**src/rtl/synth_prog_seq.sv**
```systemverilog
module synth_prog_seq #(
  parameter int          DELAY_CYCLES = 4000,
  parameter logic        PRESCALER    = 1'b0,
  parameter logic [27:0] CFG_R12      = 28'h0000041,
  parameter logic [27:0] CFG_R11      = 28'h0061300,
  parameter logic [27:0] CFG_R10      = 28'h00C0193,
  parameter logic [27:0] CFG_R9       = 28'h110CF8C,
  parameter logic [27:0] CFG_R8       = 28'h102D402,
  parameter logic [27:0] CFG_R7       = 28'h1000066,
  parameter logic [27:0] CFG_R6       = 28'h353E048,
  parameter logic [27:0] CFG_R5       = 28'h0080000,
  parameter logic [27:0] CFG_R4       = 28'h20003B8,
  parameter logic [27:0] CFG_R3       = 28'h0000000
) (
  input  logic        clk,
  input  logic        rst_n,
  input  logic        retune_req,
  input  logic [2:0]  div_sel,
  input  logic [15:0] int_val,
  input  logic [23:0] frac1_val,
  input  logic [13:0] frac2_val,
  input  logic [13:0] mod2_val,
  output logic        m_write,
  output logic [3:0]  m_address,
  output logic [27:0] m_writedata,
  input  logic        m_waitrequest,
  output logic        done
);

  localparam int          DW       = $clog2(DELAY_CYCLES + 1);
  localparam logic [31:0] END_WORD = '1;
  localparam logic [3:0]  DLY_ADDR = 4'hF;

  logic          boot, busy, pend, retune;
  logic [3:0]    idx;
  logic [DW-1:0] dly_cnt;
  logic [2:0]    c_div;
  logic [15:0]   c_int;
  logic [23:0]   c_f1;
  logic [13:0]   c_f2, c_m2;
  logic [31:0]   cmd;

  wire [27:0] w_r6    = {CFG_R6[27:20], c_div, CFG_R6[16:0]};
  wire [27:0] w_r4_lo = {CFG_R4[27:1], 1'b0};
  wire [27:0] w_r4_hi = {CFG_R4[27:1], 1'b1};
  wire [27:0] w_r2    = {c_f2, c_m2};
  wire [27:0] w_r1    = {4'd0, c_f1};
  wire [27:0] w_r0_ac = {10'd0, 1'b1, PRESCALER, c_int};
  wire [27:0] w_r0_na = {10'd0, 1'b0, PRESCALER, c_int};

  always_comb begin
    cmd = END_WORD;
    if (!retune) begin
      case (idx)
        4'd0:  cmd = {4'hC, CFG_R12};
        4'd1:  cmd = {4'hB, CFG_R11};
        4'd2:  cmd = {4'hA, CFG_R10};
        4'd3:  cmd = {4'h9, CFG_R9};
        4'd4:  cmd = {4'h8, CFG_R8};
        4'd5:  cmd = {4'h7, CFG_R7};
        4'd6:  cmd = {4'h6, w_r6};
        4'd7:  cmd = {4'h5, CFG_R5};
        4'd8:  cmd = {4'h4, w_r4_lo};
        4'd9:  cmd = {4'h3, CFG_R3};
        4'd10: cmd = {4'h2, w_r2};
        4'd11: cmd = {4'h1, w_r1};
        4'd12: cmd = {DLY_ADDR, 28'd0};
        4'd13: cmd = {4'h0, w_r0_ac};
        default: cmd = END_WORD;
      endcase
    end else begin
      case (idx)
        4'd0: cmd = {4'hA, CFG_R10};
        4'd1: cmd = {4'h4, w_r4_hi};
        4'd2: cmd = {4'h6, w_r6};
        4'd3: cmd = {4'h2, w_r2};
        4'd4: cmd = {4'h1, w_r1};
        4'd5: cmd = {4'h0, w_r0_na};
        4'd6: cmd = {4'h4, w_r4_lo};
        4'd7: cmd = {DLY_ADDR, 28'd0};
        4'd8: cmd = {4'h0, w_r0_ac};
        default: cmd = END_WORD;
      endcase
    end
  end

  wire is_end = (cmd == END_WORD);
  wire is_dly = !is_end && (cmd[31:28] == DLY_ADDR);

  assign m_write     = busy && !is_end && !is_dly;
  assign m_address   = cmd[31:28];
  assign m_writedata = cmd[27:0];

  always_ff @(posedge clk) begin
    if (!rst_n) begin
      boot    <= 1'b1;
      busy    <= 1'b0;
      pend    <= 1'b0;
      retune  <= 1'b0;
      done    <= 1'b0;
      idx     <= '0;
      dly_cnt <= '0;
      c_div   <= '0;
      c_int   <= '0;
      c_f1    <= '0;
      c_f2    <= '0;
      c_m2    <= '0;
    end else if (busy) begin
      if (retune_req) pend <= 1'b1;
      if (is_end) begin
        busy <= 1'b0;
        done <= 1'b1;
      end else if (is_dly) begin
        if (dly_cnt == DW'(DELAY_CYCLES - 1)) begin
          dly_cnt <= '0;
          idx     <= idx + 4'd1;
        end else begin
          dly_cnt <= dly_cnt + DW'(1);
        end
      end else if (!m_waitrequest) begin
        idx <= idx + 4'd1;
      end
    end else if (boot || pend || retune_req) begin
      busy    <= 1'b1;
      done    <= 1'b0;
      idx     <= '0;
      dly_cnt <= '0;
      retune  <= !boot;
      boot    <= 1'b0;
      pend    <= boot && (pend || retune_req);
      c_div   <= div_sel;
      c_int   <= int_val;
      c_f1    <= frac1_val;
      c_f2    <= frac2_val;
      c_m2    <= mod2_val;
    end
  end

  AST_HOLD_WRITE: assert property (@(posedge clk) disable iff (!rst_n)
    m_write && m_waitrequest |=> m_write && $stable(m_address) && $stable(m_writedata));
  AST_NO_DELAY_WRITE: assert property (@(posedge clk) disable iff (!rst_n)
    m_write |-> m_address != DLY_ADDR);
  AST_DELAY_RANGE: assert property (@(posedge clk) disable iff (!rst_n)
    dly_cnt < DW'(DELAY_CYCLES));
  AST_DONE_QUIET: assert property (@(posedge clk) disable iff (!rst_n)
    done |-> !m_write);
  AST_PEND_SERVED: assert property (@(posedge clk) disable iff (!rst_n)
    pend && !busy |=> busy && !done);

endmodule

```
**config.mk**
```make
export PLATFORM = sky130hd
export DESIGN_NAME = synth_prog_seq
export DESIGN_NICKNAME = d
export VERILOG_FILES = /design/src/rtl/synth_prog_seq.sv
export SDC_FILE = /design/constraint.sdc
export NUM_CORES = 1
export LEC_CHECK = 0
export ABC_AREA = 1
export CORE_MARGIN = 2
export CORE_UTILIZATION = 30
export DETAILED_ROUTE_END_ITERATION = 6
export GPL_TIMING_DRIVEN = 1
export SLEW_MARGIN = 20
export SYNTH_ARGS = -nofsm -noshare
export SYNTH_HDL_FRONTEND = slang
export SYNTH_SLANG_ARGS = --single-unit
export TNS_END_PERCENT = 30
```
**constraint.sdc**
```tcl
create_clock -name clk -period 7.7 [get_ports clk]
set_input_delay 2.31 -clock clk [delete_from_list [all_inputs] [get_ports clk]]
set_output_delay 2.31 -clock clk [all_outputs]
set_load 0.1 [all_outputs]
```
# [Yosys cells after proc, flatten, opt, wreduce, memory -nomap -nowiden]
# Index checks and enable logic that the tools add are counted.
[classes] add_sub_neg=2 mul=0 div=0 order_cmp=0 eq_ne=22 shift=0 mux=23 bitwise_logic=1 reduce_logical=17
[ops] cell="case mux 32 bit (14 select lines)" n=1
[ops] cell="case mux 32 bit (9 select lines)" n=1
[ops] cell="two-way mux 12 bit" n=5
[ops] cell="== test 32 bit (second input constant)" n=1
[ops] cell="two-way mux 32 bit" n=1
[ops] cell="== test 4 bit (second input constant)" n=7
[ops] cell="two-way mux 4 bit" n=6
[ops] cell="== test 4 x 3 -> 1 bit (second input constant)" n=4
[ops] cell="adder 12 x 1 -> 12 bit (second input constant)" n=1
[ops] cell="== test 12 bit (second input constant)" n=1
[ops] cell="two-way mux 1 bit" n=9
[ops] cell="== test 4 x 2 -> 1 bit (second input constant)" n=2
[ops] cell="!= test 3 x 2 -> 1 bit (second input constant)" n=2
[ops] cell="AND reduction 2 bit" n=3
[ops] cell="adder 4 x 1 -> 4 bit (second input constant)" n=1
[ops] cell="== test 4 x 1 -> 1 bit (second input constant)" n=1
[ops] cell="logical AND 1 bit" n=4
[ops] cell="logical NOT 4 bit" n=1
[ops] cell="!= test 2 x 1 -> 1 bit (second input constant)" n=2
[ops] cell="!= test 2 bit (second input constant)" n=2
[ops] cell="AND reduction 4 bit" n=1
[ops] cell="logical NOT 1 bit" n=3
[ops] cell="logical OR 1 bit" n=3
[ops] cell="AND reduction 3 bit" n=1
[ops] cell="other kinds (2)" n=2
[word_totals] regBits=92 latchBits=0 mem_bits_rw=0 mem_bits_ro=0 inputBits=75 elab_cells=77 mem_count=0

# [Logic depth before layout (Yosys ltp)]
# Gate-level depths: netlist (run 1).
[logic_depth] ltp_word=9 mapped_depth=20 ltp_nobuf=18

# [Worst setup path after synthesis (run 1)]
# OpenSTA, ideal clock, no wires.
[synth_path] path_kind="flip-flop to output port" start="reg idx[0]" end="out m_write" arrival_time_ns=3.223 t_required_ns=5.390 setup_slack_ns=2.167 path_stages_with_launch=14 n_path_buf=1 cell_sequence="dfxtp_1 > inv_1 > ha_1 > buf_2 > nand3_4 > nand2_2 > nor2_2 > nand3_4 > nand3_1 > nand2_1 > inv_1 > nand2_2 > nor2_4 > nor2_1"
[synth_via] elab_chain_cells=8
[synth_lines] item="start: declaration" line="35" rtl="logic [3:0] idx;"
[synth_lines] item="start signal: assignment" line="116" rtl="idx <= idx + 4'd1;"
[synth_lines] item="start signal: assignment" line="121" rtl="idx <= idx + 4'd1;"
[synth_lines] item="== test 4 bit, or another cell as far along" line="54" rtl="case (idx)"
[synth_lines] item="case mux 32 bit (14 select lines) / case mux 32 bit (9 select lines) (equally long branches)" line="54, 72"
[synth_lines] item="two-way mux 32 bit (*)" line="53" rtl="if (!retune) begin"
[synth_lines] item="net m_address[0]" line="24" rtl="output logic [3:0] m_address,"
[synth_lines] item="== test 32 bit" line="87" rtl="wire is_end = (cmd == END_WORD);"
[synth_lines] item="logical NOT 1 bit" line="88, 90"
[synth_lines] item="logical AND 1 bit" line="88" rtl="wire is_dly = !is_end && (cmd[31:28] == DLY_ADDR);"
[synth_lines] item="logical NOT 1 bit" line="90" rtl="assign m_write = busy && !is_end && !is_dly;"
[synth_lines] item="logical AND 1 bit (*)" line="90"
[synth_lines] item="end: declaration" line="23" rtl="output logic m_write,"
# The timed path passes the listed nets; every way through them passes the cells marked *.

# [Worst setup path in the final report (run 1)]
[layout_path] start="reg idx[0]" end="out m_writedata[19]"
[layout_via] elab_chain_cells=3
[layout_lines] item="== test 4 bit, or another cell as far along" line="54"
[layout_lines] item="case mux 32 bit (14 select lines) / case mux 32 bit (9 select lines) (equally long branches)" line="54, 72"
[layout_lines] item="two-way mux 32 bit (*)" line="53"
[layout_lines] item="end: declaration" line="25" rtl="output logic [27:0] m_writedata,"
# Mark *: on every way between the ends. The rest lies on a longest branch, timed or not.

==> run_results.csv, run 1 <==
group,metric,value,unit
synth,synth_area,5490,sq um
setup_path,critPathTopFamily,"buffers and inverters",
layout,drive_above_1_share,7.35,%
place,dp_slack,1.73,ns
sta,worst_slack,1.29,ns
synth,synth_top_area_cell,"dfxtp_1",
cts,htreeDepth,3,
synth,syn_nets,909,
drt,vias,5822,
layout,syn_to_final_growth,27.4,%
synth,ys_async_sr_fraction,0,%
synth,yosysTopAreaCellShare,33.5,%
grt,antenna_found_initial,0,
cts,cts_sinks,92,
cts,cts-buffers-inserted,9,
layout,final_cell_mix,"nand2_1 (115), nor2_1 (112), clkdlybuf4s50_1 (107)",
cts,clockBufferDepth,2,
synth,yosys.cell_types.count,48,
drt,ant_nets,0,
cts,cts_tree,"done",
sta,min_period,6.41,ns
synth,syn_inst,826,
grt,grt_usage,19.3,%
synth,yosys_register_bits,92,
sta,finalSetupTns,0,ns
drt,wl_per_cell,16.4,um
setup_path,cp_data_arrival_time,4.10,ns
cts,cts_hold_buf,0,
floorplanning,io_pins,109,
grt,grt_max_degree,81,
place,gp_congestion,0.946,
floorplanning,rows,49,
setup_path,cpPeakStageDelay,0.99,ns
floorplanning,start_util,30.6,%
drt,wirelength,18700,um
cts,postCtsSetupBuffers,0,
synth,synth.avg_cell_area,6.65,sq um
setup_path,worst-setup-path-type,"reg2out",
cts,root_buffer,"clkbuf_16",
floorplanning,die_x,139,um
setup_path,cp.required,5.39,ns
run,cap_violations,0,
cts,insertion_delay,0.36,ns
layout,final_util,39.0,%
setup_path,cp-end-kind,"output port",
drt,drc,0,
worst_hold_path,hp-class,"reg2reg",
setup_path,crit_chain,"inv_1 > ha_1 > o21ai_1 > nand2_1 > nor2_2 > nand2_4 > inv_1 > o41ai_1 > inv_1 > clkdlybuf4s50_1",
sta,slew_viol_final,0,
drt,drtIter0Drc,510,
grt,grt_pass1_wl,29900,um
synth,yosysSeqAreaShare,33.5,%
place,dpl.hpwl,13400,um
sta,slew-limit-headroom,31.5,%
setup_path,path_common_cell,"inv_1",
synth,yosysWarnings,0,
sta,finalSetupViolCount,0,
floorplanning,design.die.area,19400,sq um
sta,tightestPinTransition,1.02,ns
synth,synthTopCellsByArea,"dfxtp_1 (34%), o21ai_0 (8.7%), nand2_1 (7.9%)",
setup_path,cp-start-kind,"flop",
drt,viasPerCell,5.10,
floorplanning,core-area,18000,sq um
floorplanning,die_h,139,um
sta,rsz0062_at_grt,"no",
grt,overflow,0,
synth,synth-main-ff-cell,"dfxtp_1",
grt,grt_pass1_vias,5346,
cts,cts_resized,0,
drt,dr.pass1.iters,5,
sta,report.final.hold_viol_count,0,
place,io_buffers,108,
sta,fmax,0.156,GHz
setup_path,crit_fanout,16,
setup_path,critPathBufInv,4,
layout,final_nets,991,
sta,post-route-period-util,83.2,%
sta,skew,0.0124,ns
setup_path,slowest_stage,"clkdlybuf4s50_1",
layout,layout_commonest_cell,"nand2_1",
cts,clk_pin_slew,0.06,ns
layout,insertedDiodeCount,0,
status,status,"finished clean",
synth,synth_edf_count,0,
per-layer routing:
layer	GRT usage (%)	routed length [um]
met4	5.74	280
met3	3.58	1460
met5	0	0
met2	27.6	7900
met1	29.3	9110
Yosys cell counts, drive strengths merged, types with 2 or more instances:
master and instances:
or2 2, nor2 123, a32o 4, nand3b 2
ha 8, a211oi 3, o22ai 15, a22oi 2
o32ai 3, nor3 6, xor2 4, o221ai 5
a221oi 5, a22o 3, dfxtp 92, inv 113
clkinv 4, nand2 126, o31ai 8, clkbuf 33
a21oi 81, nand4 7, a31o 2, o2111ai 11
o41ai 4, buf 11, nand3 43, o21ai 100
stage by stage:
step / hold WS, ns / std cells / instance area, sq um
2_1_floorplan: 0.439 / 826 / 5490
3_3_place_gp: 0.467 / 1126 / 6720
3_5_place_dp: 0.467 / 1126 / 6720
4_1_cts: 0.477 / 1141 / 7000
5_1_grt: 0.497 / 1141 / 7000
6_report: 0.477 / 1141 / 7000
worst min-delay path: cells and delay by family, from the launching register on:
family          cells  cell delay, ns
buf+inv             1            0.05
compound gates      1            0.06
flops               1            0.32
layout make-up:
cell class | count | area (sq um)
Tap cell | 229 | 287
Fill cell | 1908 | 11000
Clock inverter | 5 | 43.8
Timing Repair Buffer | 115 | 1130
Sequential cell | 92 | 1840
Multi-Input combinational cell | 573 | 3010
Inverter | 117 | 445
Clock buffer | 10 | 239
logic make-up (layout without fill, tap and decap cells):
family,Yosys count,in the layout,synth area share (%)
buffers and inverters,161,247,11.7
and+or+nand+nor,311,311,25.6
DFF,92,92,33.5
xor gates and xnor gates,4,4,0.638
adders and majority gates,8,8,1.82
AOI/OAI and AO/OA,250,250,26.7
worst paths after layout:
path	startpoint	endpoint	slack, ns	cells past startpoint
setup / recovery	idx[0]	m_writedata[19]	1.29	10
hold / removal	done	done	0.48	2
setup reg to reg	idx[2]	dly_cnt[0]	4.46	15
hold reg to reg	done	done	0.48	2
registers in the layout, summed over array words and instances (netlist names):
register	cells
c_f1	24
c_int	16
c_f2	14
c_m2	14
dly_cnt	12
idx	4
c_div	3
boot	1
busy	1
done	1
pend	1
retune	1
Power of run 1 is not shown: default switching activity piles up to over one toggle a cycle in this logic, so the estimate is an artifact.
==> run 2, diff against run 1 <==
- clock period: 7.7 -> 5.9 ns (I/O delays scaled with it)
==> run 2 against run 1 <==
Global-route usage is 0.43 points lower. Clock skew is 0.0027 ns lower. Sequential cell count did not move. First-iteration DRC count down 14%. Non-clock buffer count decreased by 1. Critical endpoint unchanged. Final cell count about the same. Worst hold slack lost 0.0067 ns. Setup slack got worse by 0.59 ns. Register-to-register slack got worse by 1.9 ns. Utilization down 0.42 points. Critical path depth is the same.
==> run_results.csv, run 2 (same netlist as run 1, synthesis figures left out) <==
group,metric,value,unit
status,status,"finished clean",
cts,postCtsSetupBuffers,0,
grt,antenna_found_initial,0,
cts,htreeDepth,3,
grt,grt_pass1_wl,29200,um
floorplanning,core-area,18000,sq um
layout,syn_to_final_growth,26.0,%
sta,slew-limit-headroom,35.8,%
setup_path,cp_data_arrival_time,3.43,ns
cts,cts_tree,"done",
sta,fmax,0.192,GHz
worst_hold_path,min_to,"done",
drt,dr.pass1.iters,5,
layout,fillers,1930,
grt,overflow,0,
grt,grt_max_degree,81,
place,io_buffers,108,
setup_path,reg2reg_slack,2.59,ns
sta,finalSetupTns,0,ns
sta,finalSetupViolCount,0,
worst_hold_path,worst_hold_path.num_cells,2,
setup_path,cp.required,4.13,ns
cts,cts_resized,0,
sta,report.final.hold_viol_count,0,
layout,final_cell_mix,"nand2_1 (115), nor2_1 (112), inv_1 (105)",
cts,clockBufferDepth,2,
drt,viasPerCell,5.10,
cts,cts_sinks,92,
setup_path,critPathLaunch,"idx[3]",
floorplanning,die_x,139,um
floorplanning,design.die.area,19400,sq um
setup_path,crit_fanout,16,
floorplanning,start_util,30.6,%
place,gp_congestion,0.952,
setup_path,rr_startpoint,"idx[2]",
setup_path,cp-end-kind,"output port",
layout,drive_above_1_share,10.9,%
drt,vias,5813,
layout,seq_area,1840,sq um
setup_path,reg2reg_depth,15,
sta,min_period,5.20,ns
layout,largest_reg_flops,24,
drt,wl_per_cell,16.4,um
layout,layout_commonest_cell,"nand2_1",
worst_hold_path,min_from,"done",
sta,skew,0.00970,ns
cts,clk_pin_slew,0.07,ns
cts,insertion_delay,0.35,ns
place,dpl.hpwl,13600,um
run,cap_violations,0,
sta,slew_viol_final,0,
floorplanning,rows,49,
cts,cts_hold_buf,0,
drt,wirelength,18700,um
sta,post-route-period-util,88.1,%
grt,grt_usage,18.9,%
layout,largestRegisters,"c_f1 (24), c_int (16)",
drt,drtIter0Drc,440,
layout,final_nets,990,
drt,drc,0,
layout,insertedDiodeCount,0,
cts,cts-buffers-inserted,9,
floorplanning,io_pins,109,
drt,ant_nets,0,
setup_path,worst-setup-path-type,"reg2out",
sta,tightestPinTransition,0.959,ns
floorplanning,die_h,139,um
setup_path,cp-start-kind,"flop",
grt,grt_pass1_vias,5284,
layout,top_register,"c_f1",
worst_hold_path,hp-class,"reg2reg",
sta,rsz0062_at_grt,"no",
cts,root_buffer,"clkbuf_16",
layout,multiInputGateArea,3010,sq um
setup_path,rr_endpoint,"dly_cnt[0]",
[run 2: changes by cell type in the layout (fill, tap and decap cells not counted), sizes merged]
cell | before | now
buf | 8 | 40
clkdlybuf4s50 | 107 | 74
clkinv | 6 | 5
clkinvlp | 0 | 1
[run 2: how the worst max path moves through the flow]
stage	slack [ns]	endpoint
floorplan	0.91	m_write
global placement	1.26	m_writedata[19]
detailed placement	1.24	m_writedata[19]
CTS	0.84	m_writedata[19]
global route	0.54	m_writedata[19]
finish	0.70	m_writedata[19]
[run 2: layout make-up]
cell class | instances | area share, %
multi-input cells | 573 | 43.5
flip-flops and latches | 92 | 26.6
repair buffers | 114 | 15.2
inverters | 117 | 6.44
well taps | 229 | 4.14
clock buffers | 10 | 3.45
clock inverters | 5 | 0.651
[run 2: routing by layer]
metal | share of wire (%) | vias up | track usage [%] | routed length (um)
li1 | - | 2927 | - | -
met1 | 49 | 2659 | 28.1 | 9110
met2 | 42 | 206 | 27.4 | 7860
met3 | 7.7 | 21 | 3.37 | 1440
met4 | 1.7 | 0 | 6.17 | 326
met5 | 0 | - | 0 | 0
[run 2: critical path, cell delays in order (launching register included)]
cell and delay (ns):
dfxtp_1 0.77, inv_4 0.12, nor2_2 0.20, o21ai_0 0.12
nand2_1 0.09, nor2_2 0.05, nand2_4 0.17, inv_1 0.32
o41ai_1 0.86, inv_1 0.09, buf_4 0.26
[run 2: metrics by stage]
| step | instance area (sq um) | setup WS [ns] | hold WS (ns) | cells | utilization (%) |
|---|---|---|---|---|---|
| 6_report | 6920 | 0.705 | 0.470 | 1140 | 38.5 |
| 3_5_place_dp | 6640 | 1.24 | 0.464 | 1125 | 37.0 |
| 3_3_place_gp | 6640 | 1.26 | 0.462 | 1125 | 37.0 |
| 5_1_grt | 6920 | 0.537 | 0.490 | 1140 | 38.5 |
| 2_1_floorplan | 5490 | 0.907 | 0.439 | 826 | - |
| 4_1_cts | 6920 | 0.836 | 0.473 | 1140 | 38.5 |
Power of run 2 is left out for the same reason.
